<file path="src/rtl/btn_led_seq_pkg.sv">
package btn_led_seq_pkg;

  localparam logic [7:0] CH_ACK  = 8'h41;
  localparam logic [7:0] CH_BTN  = 8'h42;
  localparam logic [7:0] CH_LED  = 8'h4C;
  localparam logic [7:0] CH_ZERO = 8'h30;
  localparam logic [7:0] CH_NUL  = 8'h00;

  typedef enum logic [2:0] {
    ST_IDLE  = 3'd0,
    ST_TXB   = 3'd1,
    ST_WAITG = 3'd2,
    ST_SET   = 3'd3,
    ST_TXL   = 3'd4,
    ST_WAITD = 3'd5
  } seq_state_t;

  // Pack a string of three characters and a terminator, first char lowest.
  function automatic logic [31:0] pack_msg(input logic [7:0] kind,
                                           input logic [7:0] digit,
                                           input logic [7:0] data);
    return {CH_NUL, data, digit, kind};
  endfunction

endpackage

</file>
<file path="src/rtl/btn_edge_detect.sv">
module btn_edge_detect #(
  parameter int NUM_BTN = 2
) (
  input  logic               clk,
  input  logic               rst_n,
  input  logic [NUM_BTN-1:0] btn_i,
  output logic [NUM_BTN-1:0] rise_o,
  output logic               any_rise_o
);
  logic [NUM_BTN-1:0] btn_q;

  always_ff @(posedge clk or negedge rst_n) begin
    if (!rst_n) btn_q <= '0;
    else        btn_q <= btn_i;
  end

  assign rise_o     = btn_i & ~btn_q;
  assign any_rise_o = |rise_o;
endmodule

</file>
<file path="src/rtl/msg_codec.sv">
module msg_codec
  import btn_led_seq_pkg::*;
#(
  parameter int NODE_ID = 0
) (
  input  logic        sel_led_i,
  input  logic [31:0] rx_word_i,
  output logic [31:0] tx_word_o,
  output logic        ack_ok_o
);
  localparam logic [7:0] NODE_CH = CH_ZERO + 8'(NODE_ID);

  assign tx_word_o = sel_led_i ? pack_msg(CH_LED, NODE_CH, CH_ZERO)
                               : pack_msg(CH_BTN, NODE_CH, CH_ZERO);

  assign ack_ok_o = (rx_word_i == pack_msg(CH_ACK, NODE_CH, CH_ACK));
endmodule

</file>
<file path="src/rtl/retry_ctl.sv">
module retry_ctl #(
  parameter int TIMEOUT = 1024,
  parameter int MAX_TRY = 3
) (
  input  logic clk,
  input  logic rst_n,
  input  logic waiting_i,
  input  logic clr_try_i,
  input  logic inc_try_i,
  output logic timeout_o,
  output logic last_try_o
);
  localparam int TW = $clog2(TIMEOUT + 1);
  localparam int CW = $clog2(MAX_TRY + 1);
  localparam logic [TW-1:0] T_LAST = TW'(TIMEOUT - 1);
  localparam logic [CW-1:0] C_LAST = CW'(MAX_TRY - 1);

  logic [TW-1:0] tmr_q, tmr_d;
  logic [CW-1:0] try_q, try_d;
  logic          tmr_en, try_en;

  always_comb begin
    tmr_en = 1'b1;
    tmr_d  = waiting_i ? tmr_q + 1'b1 : '0;
    try_en = clr_try_i | inc_try_i;
    try_d  = clr_try_i ? '0 : try_q + 1'b1;
  end

  always_ff @(posedge clk or negedge rst_n) begin
    if (!rst_n)      tmr_q <= '0;
    else if (tmr_en) tmr_q <= tmr_d;
  end

  always_ff @(posedge clk or negedge rst_n) begin
    if (!rst_n)      try_q <= '0;
    else if (try_en) try_q <= try_d;
  end

  assign timeout_o  = waiting_i && (tmr_q == T_LAST);
  assign last_try_o = (try_q == C_LAST);
endmodule

</file>
<file path="src/rtl/btn_led_seq.sv">
module btn_led_seq
  import btn_led_seq_pkg::*;
#(
  parameter int NODE_ID = 0,
  parameter int NUM_BTN = 2,
  parameter int LED_W   = 4,
  parameter int TIMEOUT = 1024,
  parameter int MAX_TRY = 3
) (
  input  logic               clk,
  input  logic               rst_n,
  input  logic [NUM_BTN-1:0] btn_i,
  output logic [LED_W-1:0]   led_o,
  output logic [31:0]        tx_word_o,
  output logic               tx_valid_o,
  input  logic               tx_ready_i,
  input  logic [31:0]        rx_word_i,
  input  logic               rx_valid_i,
  output logic               rx_ready_o,
  output logic               err_o
);
  seq_state_t         state_q, state_d;
  logic [NUM_BTN-1:0] rise, mask_q;
  logic [LED_W-1:0]   led_q, led_val;
  logic               any_rise, ack_ok, timeout, last_try;
  logic               waiting, clr_try, inc_try, err_set, err_q;
  logic               mask_en, led_en;

  btn_edge_detect #(.NUM_BTN(NUM_BTN)) u_edge (
    .clk(clk), .rst_n(rst_n), .btn_i(btn_i),
    .rise_o(rise), .any_rise_o(any_rise));

  msg_codec #(.NODE_ID(NODE_ID)) u_codec (
    .sel_led_i(state_q == ST_TXL), .rx_word_i(rx_word_i),
    .tx_word_o(tx_word_o), .ack_ok_o(ack_ok));

  retry_ctl #(.TIMEOUT(TIMEOUT), .MAX_TRY(MAX_TRY)) u_retry (
    .clk(clk), .rst_n(rst_n), .waiting_i(waiting),
    .clr_try_i(clr_try), .inc_try_i(inc_try),
    .timeout_o(timeout), .last_try_o(last_try));

  generate
    if (LED_W > NUM_BTN) begin : g_pad
      assign led_val = {{(LED_W-NUM_BTN){1'b0}}, mask_q};
    end else begin : g_cut
      assign led_val = mask_q[LED_W-1:0];
    end
  endgenerate

  assign waiting = (state_q == ST_WAITG) || (state_q == ST_WAITD);

  always_comb begin
    state_d = state_q;
    clr_try = 1'b0;
    inc_try = 1'b0;
    err_set = 1'b0;
    mask_en = 1'b0;
    led_en  = 1'b0;
    unique case (state_q)
      ST_IDLE: if (any_rise) begin
        mask_en = 1'b1;
        clr_try = 1'b1;
        state_d = ST_TXB;
      end
      ST_TXB:  if (tx_ready_i) state_d = ST_WAITG;
      ST_TXL:  if (tx_ready_i) state_d = ST_WAITD;
      ST_SET: begin
        led_en  = 1'b1;
        clr_try = 1'b1;
        state_d = ST_TXL;
      end
      ST_WAITG, ST_WAITD: begin
        if (rx_valid_i && ack_ok) begin
          state_d = (state_q == ST_WAITG) ? ST_SET : ST_IDLE;
        end else if (rx_valid_i || timeout) begin
          if (last_try) begin
            err_set = 1'b1;
            state_d = ST_IDLE;
          end else begin
            inc_try = 1'b1;
            state_d = (state_q == ST_WAITG) ? ST_TXB : ST_TXL;
          end
        end
      end
      default: state_d = ST_IDLE;
    endcase
  end

  always_ff @(posedge clk or negedge rst_n) begin
    if (!rst_n) state_q <= ST_IDLE;
    else        state_q <= state_d;
  end

  always_ff @(posedge clk or negedge rst_n) begin
    if (!rst_n)       mask_q <= '0;
    else if (mask_en) mask_q <= rise;
  end

  always_ff @(posedge clk or negedge rst_n) begin
    if (!rst_n)      led_q <= '0;
    else if (led_en) led_q <= led_val;
  end

  always_ff @(posedge clk or negedge rst_n) begin
    if (!rst_n) err_q <= 1'b0;
    else        err_q <= err_set;
  end

  assign led_o      = led_q;
  assign err_o      = err_q;
  assign tx_valid_o = (state_q == ST_TXB) || (state_q == ST_TXL);
  assign rx_ready_o = waiting;
endmodule

</file>
<file path="config.mk">
export PLATFORM = sky130hd
export DESIGN_NAME = btn_led_seq
export DESIGN_NICKNAME = d
export VERILOG_FILES = /design/src/rtl/btn_led_seq_pkg.sv /design/src/rtl/btn_edge_detect.sv /design/src/rtl/msg_codec.sv /design/src/rtl/retry_ctl.sv /design/src/rtl/btn_led_seq.sv
export SDC_FILE = /design/constraint.sdc
export NUM_CORES = 1
export LEC_CHECK = 0
export CAP_MARGIN = 20
export CORE_ASPECT_RATIO = 0.5
export CORE_MARGIN = 2
export CORE_UTILIZATION = 55
export CTS_BUF_LIST = sky130_fd_sc_hd__clkbuf_2 sky130_fd_sc_hd__clkbuf_4 sky130_fd_sc_hd__clkbuf_8
export DETAILED_ROUTE_END_ITERATION = 10
export DONT_BUFFER_PORTS = 1
export GPL_ROUTABILITY_DRIVEN = 1
export GPL_TIMING_DRIVEN = 0
export PLACE_DENSITY = 0.67
export SETUP_SLACK_MARGIN = 0.4
export SKIP_LAST_GASP = 1
export SLEW_MARGIN = 30
export SYNTH_ARGS = -nofsm -noshare
export SYNTH_HDL_FRONTEND = slang
export SYNTH_SLANG_ARGS = --single-unit
</file>
<file path="constraint.sdc">
create_clock -name clk -period 1.9 [get_ports clk]
set_input_delay 0.285 -clock clk [delete_from_list [all_inputs] [get_ports clk]]
set_output_delay 0.285 -clock clk [all_outputs]
set_load 0.03 [all_outputs]
</file>
[Word level (Yosys, flattened, before mapping)]
Index checks and enable logic that the tools add are counted.
Storage, ports and cells
  register bits: 23
  bits of input ports: 38
  word-level logic and storage cells: 57
Operators by class
  bitwise gates (word level): 3
  add/sub/neg operators: 2
  equality and inequality tests: 12
  reductions and logical operators: 9
  muxes and demuxes: 24
Operator list (count)
  equality test 32 x 23 -> 1 bit, second input constant: 1
  two-way mux 3 bit: 7
  one-hot mux 3 bit (5 select lines): 1
  adder 11 x 1 -> 11 bit, second input constant: 1
  equality test 11 x 10 -> 1 bit, second input constant: 1
  two-way mux 1 bit: 11
  two-way mux 11 bit: 1
  equality test 3 x 2 -> 1 bit, second input constant: 2
  equality test 3 bit, second input constant: 2
  != test 2 bit, second input constant: 3
  two-way mux 2 bit: 2
  two-way mux 4 bit: 1
  AND reduction 4 bit: 1
  OR reduction 2 bit: 2
  equality test 3 x 1 -> 1 bit, second input constant: 1
  logical NOT 3 bit: 1
  logical OR 1 bit: 3
  != test 3 bit, second input constant: 1
  adder 2 x 1 -> 2 bit, second input constant: 1
  AND 2 bit: 1
  equality test 2 bit, second input constant: 1
  logical AND 1 bit: 2
  NOT 2 bit: 1
  one-hot mux 1 bit (2 select lines): 1
  bitwise OR 1 bit: 1

[Logic depth before layout (Yosys ltp)]
  depth after elaboration: 8
  gate-level depth with buffers: 6
  depth with buffers taken out: 6

[Modules after synthesis]
From an unflattened synthesis, not the netlist that was laid out.
Second synthesis, totals
  cell total of the unflattened synthesis: 163
  area, all modules: 1547.7 um^2
Modules (own cells, without submodules)
  retry_ctl: cells each 61, instances 1, area an instance 630.6 um^2
  btn_led_seq: cells each 51, instances 1, area an instance 496.7 um^2
  msg_codec: cells each 46, instances 1, area an instance 351.6 um^2
  btn_edge_detect: cells each 5, instances 1, area an instance 68.8 um^2

[Worst setup path after synthesis]
Ideal clock, no wire load.
  kind: reg-to-reg
  start: reg u_retry.tmr_q[0]
  end: reg u_retry.try_q[0]
  setup slack: 154 ps
  period minus slack after synthesis: 1746 ps
  stages on the path, launching flop included: 7
  data required time: 1777 ps
  setup time: 123 ps
  path buffers: 0
  arrival time: 1623 ps
  path through: dfrtp_1 > ha_1 > nand3_2 > nor2_4 > a41oi_4 > or4_4 > mux2i_1
On the way
  word-level cells in the longest chain between the ends: 7
Ends and longest elaborated chain
  from (decl): line retry_ctl.sv:18  | logic [TW-1:0] tmr_q, tmr_d;
  from (signal assigned): line retry_ctl.sv:31  | else if (tmr_en) tmr_q <= tmr_d;
  equality test 11 x 10 -> 1 bit: line retry_ctl.sv:39  | assign timeout_o = waiting_i && (tmr_q == T_LAST);
  logical AND 1 bit: line retry_ctl.sv:39
  logical OR 1 bit: line btn_led_seq.sv:75  | end else if (rx_valid_i || timeout) begin
  two-way mux 1 bit: line btn_led_seq.sv:75
  two-way mux 1 bit: line btn_led_seq.sv:73  | if (rx_valid_i && ack_ok) begin
  two-way mux 1 bit: line btn_led_seq.sv:59  | unique case (state_q)
  bitwise OR 1 bit: line retry_ctl.sv:25  | try_en = clr_try_i | inc_try_i;
  to (signal assigned): line retry_ctl.sv:36  | else if (try_en) try_q <= try_d;
  to (decl): line retry_ctl.sv:19  | logic [CW-1:0] try_q, try_d;
No other way between the ends.
A chain may end at the register's enable or synchronous reset.

[Worst setup path after layout]
  start: reg state_q[0]
  end: reg u_retry.try_q[0]
On the way
  word-level cells in the longest chain between the ends: 8
Ends and longest elaborated chain
  from (decl): line btn_led_seq.sv:22  | seq_state_t state_q, state_d;
  from (signal assigned): line btn_led_seq.sv:91  | else state_q <= state_d;
  equality test 3 x 2 -> 1 bit / equality test 3 bit (equally long branches): line btn_led_seq.sv:50, btn_led_seq.sv:59
  logical OR 1 bit: line btn_led_seq.sv:50  | assign waiting = (state_q == ST_WAITG) || (state_q == ST_WAITD);
  logical AND 1 bit: line retry_ctl.sv:39
  logical OR 1 bit: line btn_led_seq.sv:75
  two-way mux 1 bit: line btn_led_seq.sv:75
  two-way mux 1 bit: line btn_led_seq.sv:73
  two-way mux 1 bit: line btn_led_seq.sv:59
  bitwise OR 1 bit: line retry_ctl.sv:25
Several ways; a longest one is shown, not always the timed one.

==> metrics.json <==
{
  "drt_first_iter_violations": 74,
  "leakage_nw": 0.992,
  "start_kind": "flop",
  "min_period_ns": 1.71,
  "worstSetupStartpoint": "state_q[0]$_DFFE_PN0P_",
  "place_congestion": 0.695,
  "later_pin_clock_latency_in_the_skew_report_ns": 0.28,
  "detailedPlacementHpwl_um": 2040,
  "clock_path_buffers": 2,
  "critPathMaxStageDelay_ns": 0.53,
  "max-vdd-ir-drop_v": 0.000483,
  "antenna_found_initial": 0,
  "worst-endpoint-arrival_ns": 1.87,
  "synth_area_leaders": "sky130_fd_sc_hd__dfrtp_1 39%, sky130_fd_sc_hd__buf_4 17%, sky130_fd_sc_hd__nor2_1 4.3%, sky130_fd_sc_hd__nand2_1 3.8%, sky130_fd_sc_hd__xnor2_1 3.6%",
  "seq_area_um2": 576,
  "comb_power_share": 0.561,
  "insertedDiodeCount": 0,
  "leading_area_contributor_after_synthesis": "sky130_fd_sc_hd__dfrtp_1",
  "fin_worst_skew_ns": 0.00940,
  "clock_power_share": 0.132,
  "timing_hold_violations_final": 0,
  "cts.root.buffer_cell": "sky130_fd_sc_hd__clkbuf_8",
  "cts_tree": "done",
  "ioPinCount": 77,
  "synth_area_per_cell_um2": 9.24,
  "worstSetupEndpointType": "flop",
  "rrSetupSlack_ns": 0.19,
  "remaining_drc_errors": 0,
  "yosysTopAreaCellShare": 0.389,
  "dieArea_mm2": 0.00314,
  "detailroute.via_count": 1191,
  "start_util": 0.575,
  "htree_num_levels": 1,
  "synth_flop_cell": "sky130_fd_sc_hd__dfrtp_1",
  "detail_route.wl_per_cell_um": 13.3,
  "hold_ws_ns": 0.0387,
  "finalCritPeriodShare": 0.902,
  "rr_startpoint": "state_q[0]$_DFFE_PN0P_",
  "synth_most_common_cell": "sky130_fd_sc_hd__buf_4",
  "number_of_instances_in_the_synthesized_netlist": 160,
  "sequential_group_share_of_total_power": 0.307,
  "grt.overflow.total": 0,
  "area_growth_pct": 34.5,
  "path_class": "flop to flop",
  "timing_worst_slew_pin_value_ns": 0.508,
  "worst_slew_margin_rel": 0.661,
  "n_fill_cell": 180,
  "critical_path.slowest_cell": "sky130_fd_sc_hd__or4_4",
  "drive_above_1_share": 0.403,
  "pwr_density_cell_mw_per_mm2": 1180,
  "fp-row-count": 13,
  "critical_path.cell_chain": "nor3b_4, a21oi_2, buf_4, or4_4, mux2i_1",
  "portBuffers": 0,
  "edff_count_synth": 0,
  "postLayoutCoreUtil": 0.774,
  "crit-reg2reg-capture": "u_retry.try_q[0]$_DFFE_PN0P_",
  "dr.pass1.iters": 4,
  "clk_pin_slew_worst_paths_ns": 0.09,
  "ff2ff_path_depth": 5,
  "grt_setup_unrepaired": "yes",
  "timing.max_cap.violations": 0,
  "setup.worst_path.end": "u_retry.try_q[0]$_DFFE_PN0P_",
  "core_mm2": 0.00257,
  "number_of_buffers_created_by_cts": 3,
  "max_freq_mhz": 584,
  "pin_count_of_the_biggest_net_entering_global_routing": 24,
  "setup_viol": 0,
  "cell_internal_pwr_mw": 1.36,
  "timing.critical_path.fanout_max": 4,
  "yosys.cell_types.count": 37,
  "ant_nets": 0,
  "ys_top_cells_by_count": "34 x sky130_fd_sc_hd__buf_4, 23 x sky130_fd_sc_hd__dfrtp_1, 17 x sky130_fd_sc_hd__nor2_1",
  "synth-seq-area-share": 0.389,
  "track_usage": 0.204,
  "post_synth_instance_area_mm2": 0.00148,
  "net_sw_frac": 0.419,
  "timing.hold.worst.class": "primary input to flop",
  "die_height_um": 40.7,
  "multiInputGateArea_um2": 811,
  "cp_data_required_time_ns": 2.06,
  "nNetsFinal": 257,
  "first_global_vias": 1053,
  "final.setup.tns_ns": 0,
  "run_status": "completed",
  "switchingPower_mw": 0.986,
  "synth_seq_cells": 23,
  "clkSinkCount": 23,
  "grt_pass1_wl_um": 4640,
  "dieWidth_um": 77.3,
  "number_of_warnings_printed_during_yosys_synthesis": 0,
  "final_max_slew_viol_count": 0,
  "post_drt_via_cell_ratio": 4.71,
  "finalWirelength_um": 3370,
  "async_flop_share": 1.00
}
[how the worst min path moves through the flow]
stage	start	depth (start not counted)	to	slack [ns]
6_report	btn_i[0]	0	u_edge.btn_q[0]$_DFF_PN0_	0.04
3_3_place_gp	rst_n	0	u_retry.tmr_q[8]$_DFF_PN0_	-0.01
3_5_place_dp	rst_n	0	u_retry.tmr_q[8]$_DFF_PN0_	-0.01
5_1_grt	btn_i[0]	0	u_edge.btn_q[0]$_DFF_PN0_	0.02
2_1_floorplan	rst_n	0	err_o$_DFF_PN0_	-0.01
4_1_cts	btn_i[0]	0	u_edge.btn_q[0]$_DFF_PN0_	0.03
[what timing repair did]
action	4_1_cts	5_1_grt
hold endpoints to repair	23	13
pin swaps	7	7
gates resized for setup	24	6
setup buffers	13	8
cloned	0	0
hold buffers	1	1
endpoints found under the setup margin	10	11
[power by group through the flow]
stage	combinational, mW	sequential [mW]	clock [mW]
floorplan	0.707	0.702	0
global placement	0.780	0.714	0
detailed placement	0.797	0.716	0
CTS	1.13	0.708	0.320
global route	1.41	0.735	0.338
finish	1.32	0.721	0.311
[cells in the final DEF, fill, tap and decap left out, types with 4 or more instances in the layout]
master and instances:
sky130_fd_sc_hd__buf_4 51, sky130_fd_sc_hd__conb_1 31, sky130_fd_sc_hd__dfrtp_1 23, sky130_fd_sc_hd__nor2_1 15, sky130_fd_sc_hd__nand2_1 14, sky130_fd_sc_hd__clkbuf_8 5
sky130_fd_sc_hd__buf_6 5, sky130_fd_sc_hd__xnor2_1 5, sky130_fd_sc_hd__nor2b_1 5, sky130_fd_sc_hd__nand3_1 4, sky130_fd_sc_hd__xor2_1 4, sky130_fd_sc_hd__inv_1 4
sky130_fd_sc_hd__nor4_1 4
[stage by stage]
stage | cell area [µm²] | cells | power, mW | setup slack (ns)
final | 1990 | 253 | 2.35 | 0.187
after CTS | 1900 | 244 | 2.16 | 0.150
after detailed placement | 1650 | 226 | 1.51 | 0.0507
after global routing | 1990 | 253 | 2.48 | 0.114
after floorplan | 1600 | 189 | 1.41 | 0.184
after global placement | 1650 | 226 | 1.49 | 0.0725
[final cells by class]
cell class,count,area share
flip-flops and latches,23,0.289
clock inverters,1,0.00252
repair buffers,23,0.0887
inverters,6,0.0145
clock buffers,3,0.0208
well taps,37,0.0233
plain buffers,37,0.153
multi-input cells,123,0.408
[per-layer routing]
metal | up-vias | wire (µm) | GRT usage | part of all wire
met4 | 0 | 84 | 0.107 | 0.025
met3 | 9 | 207 | 0.0595 | 0.061
met5 | - | 0 | 0 | 0
met1 | 553 | 1290 | 0.220 | 0.38
met2 | 53 | 1790 | 0.393 | 0.53
li1 | 576 | - | - | -
[registers in the layout (all words and copies together), names as in the netlist]
register and cells:
mask_q 2, u_retry.try_q 2, u_edge.btn_q 2, u_retry.tmr_q 11
state_q 3, err_o 1, led_o 2
[cell families after synthesis]
family / count (synthesis) / synth area share
multiplexers: 4 / 0.0288
flip-flops: 23 / 0.389
AO/OA/AOI/OAI: 11 / 0.0626
adder cells (fa/ha/maj): 2 / 0.0169
XOR/XNOR: 10 / 0.0592
other: 2 / 0.00508
AND/OR/NAND/NOR: 65 / 0.242
buffers and inverters: 43 / 0.196
[critical path: cells and delay by family, from the launching register on]
family,cells,cell delay [ns]
AND/OR/NAND/NOR,2,0.78
flip-flops,1,0.44
buffers and inverters,1,0.15
multiplexers,1,0.14
AO/OA/AOI/OAI,1,0.08
Note: power is estimated with default switching activity, not from simulation.
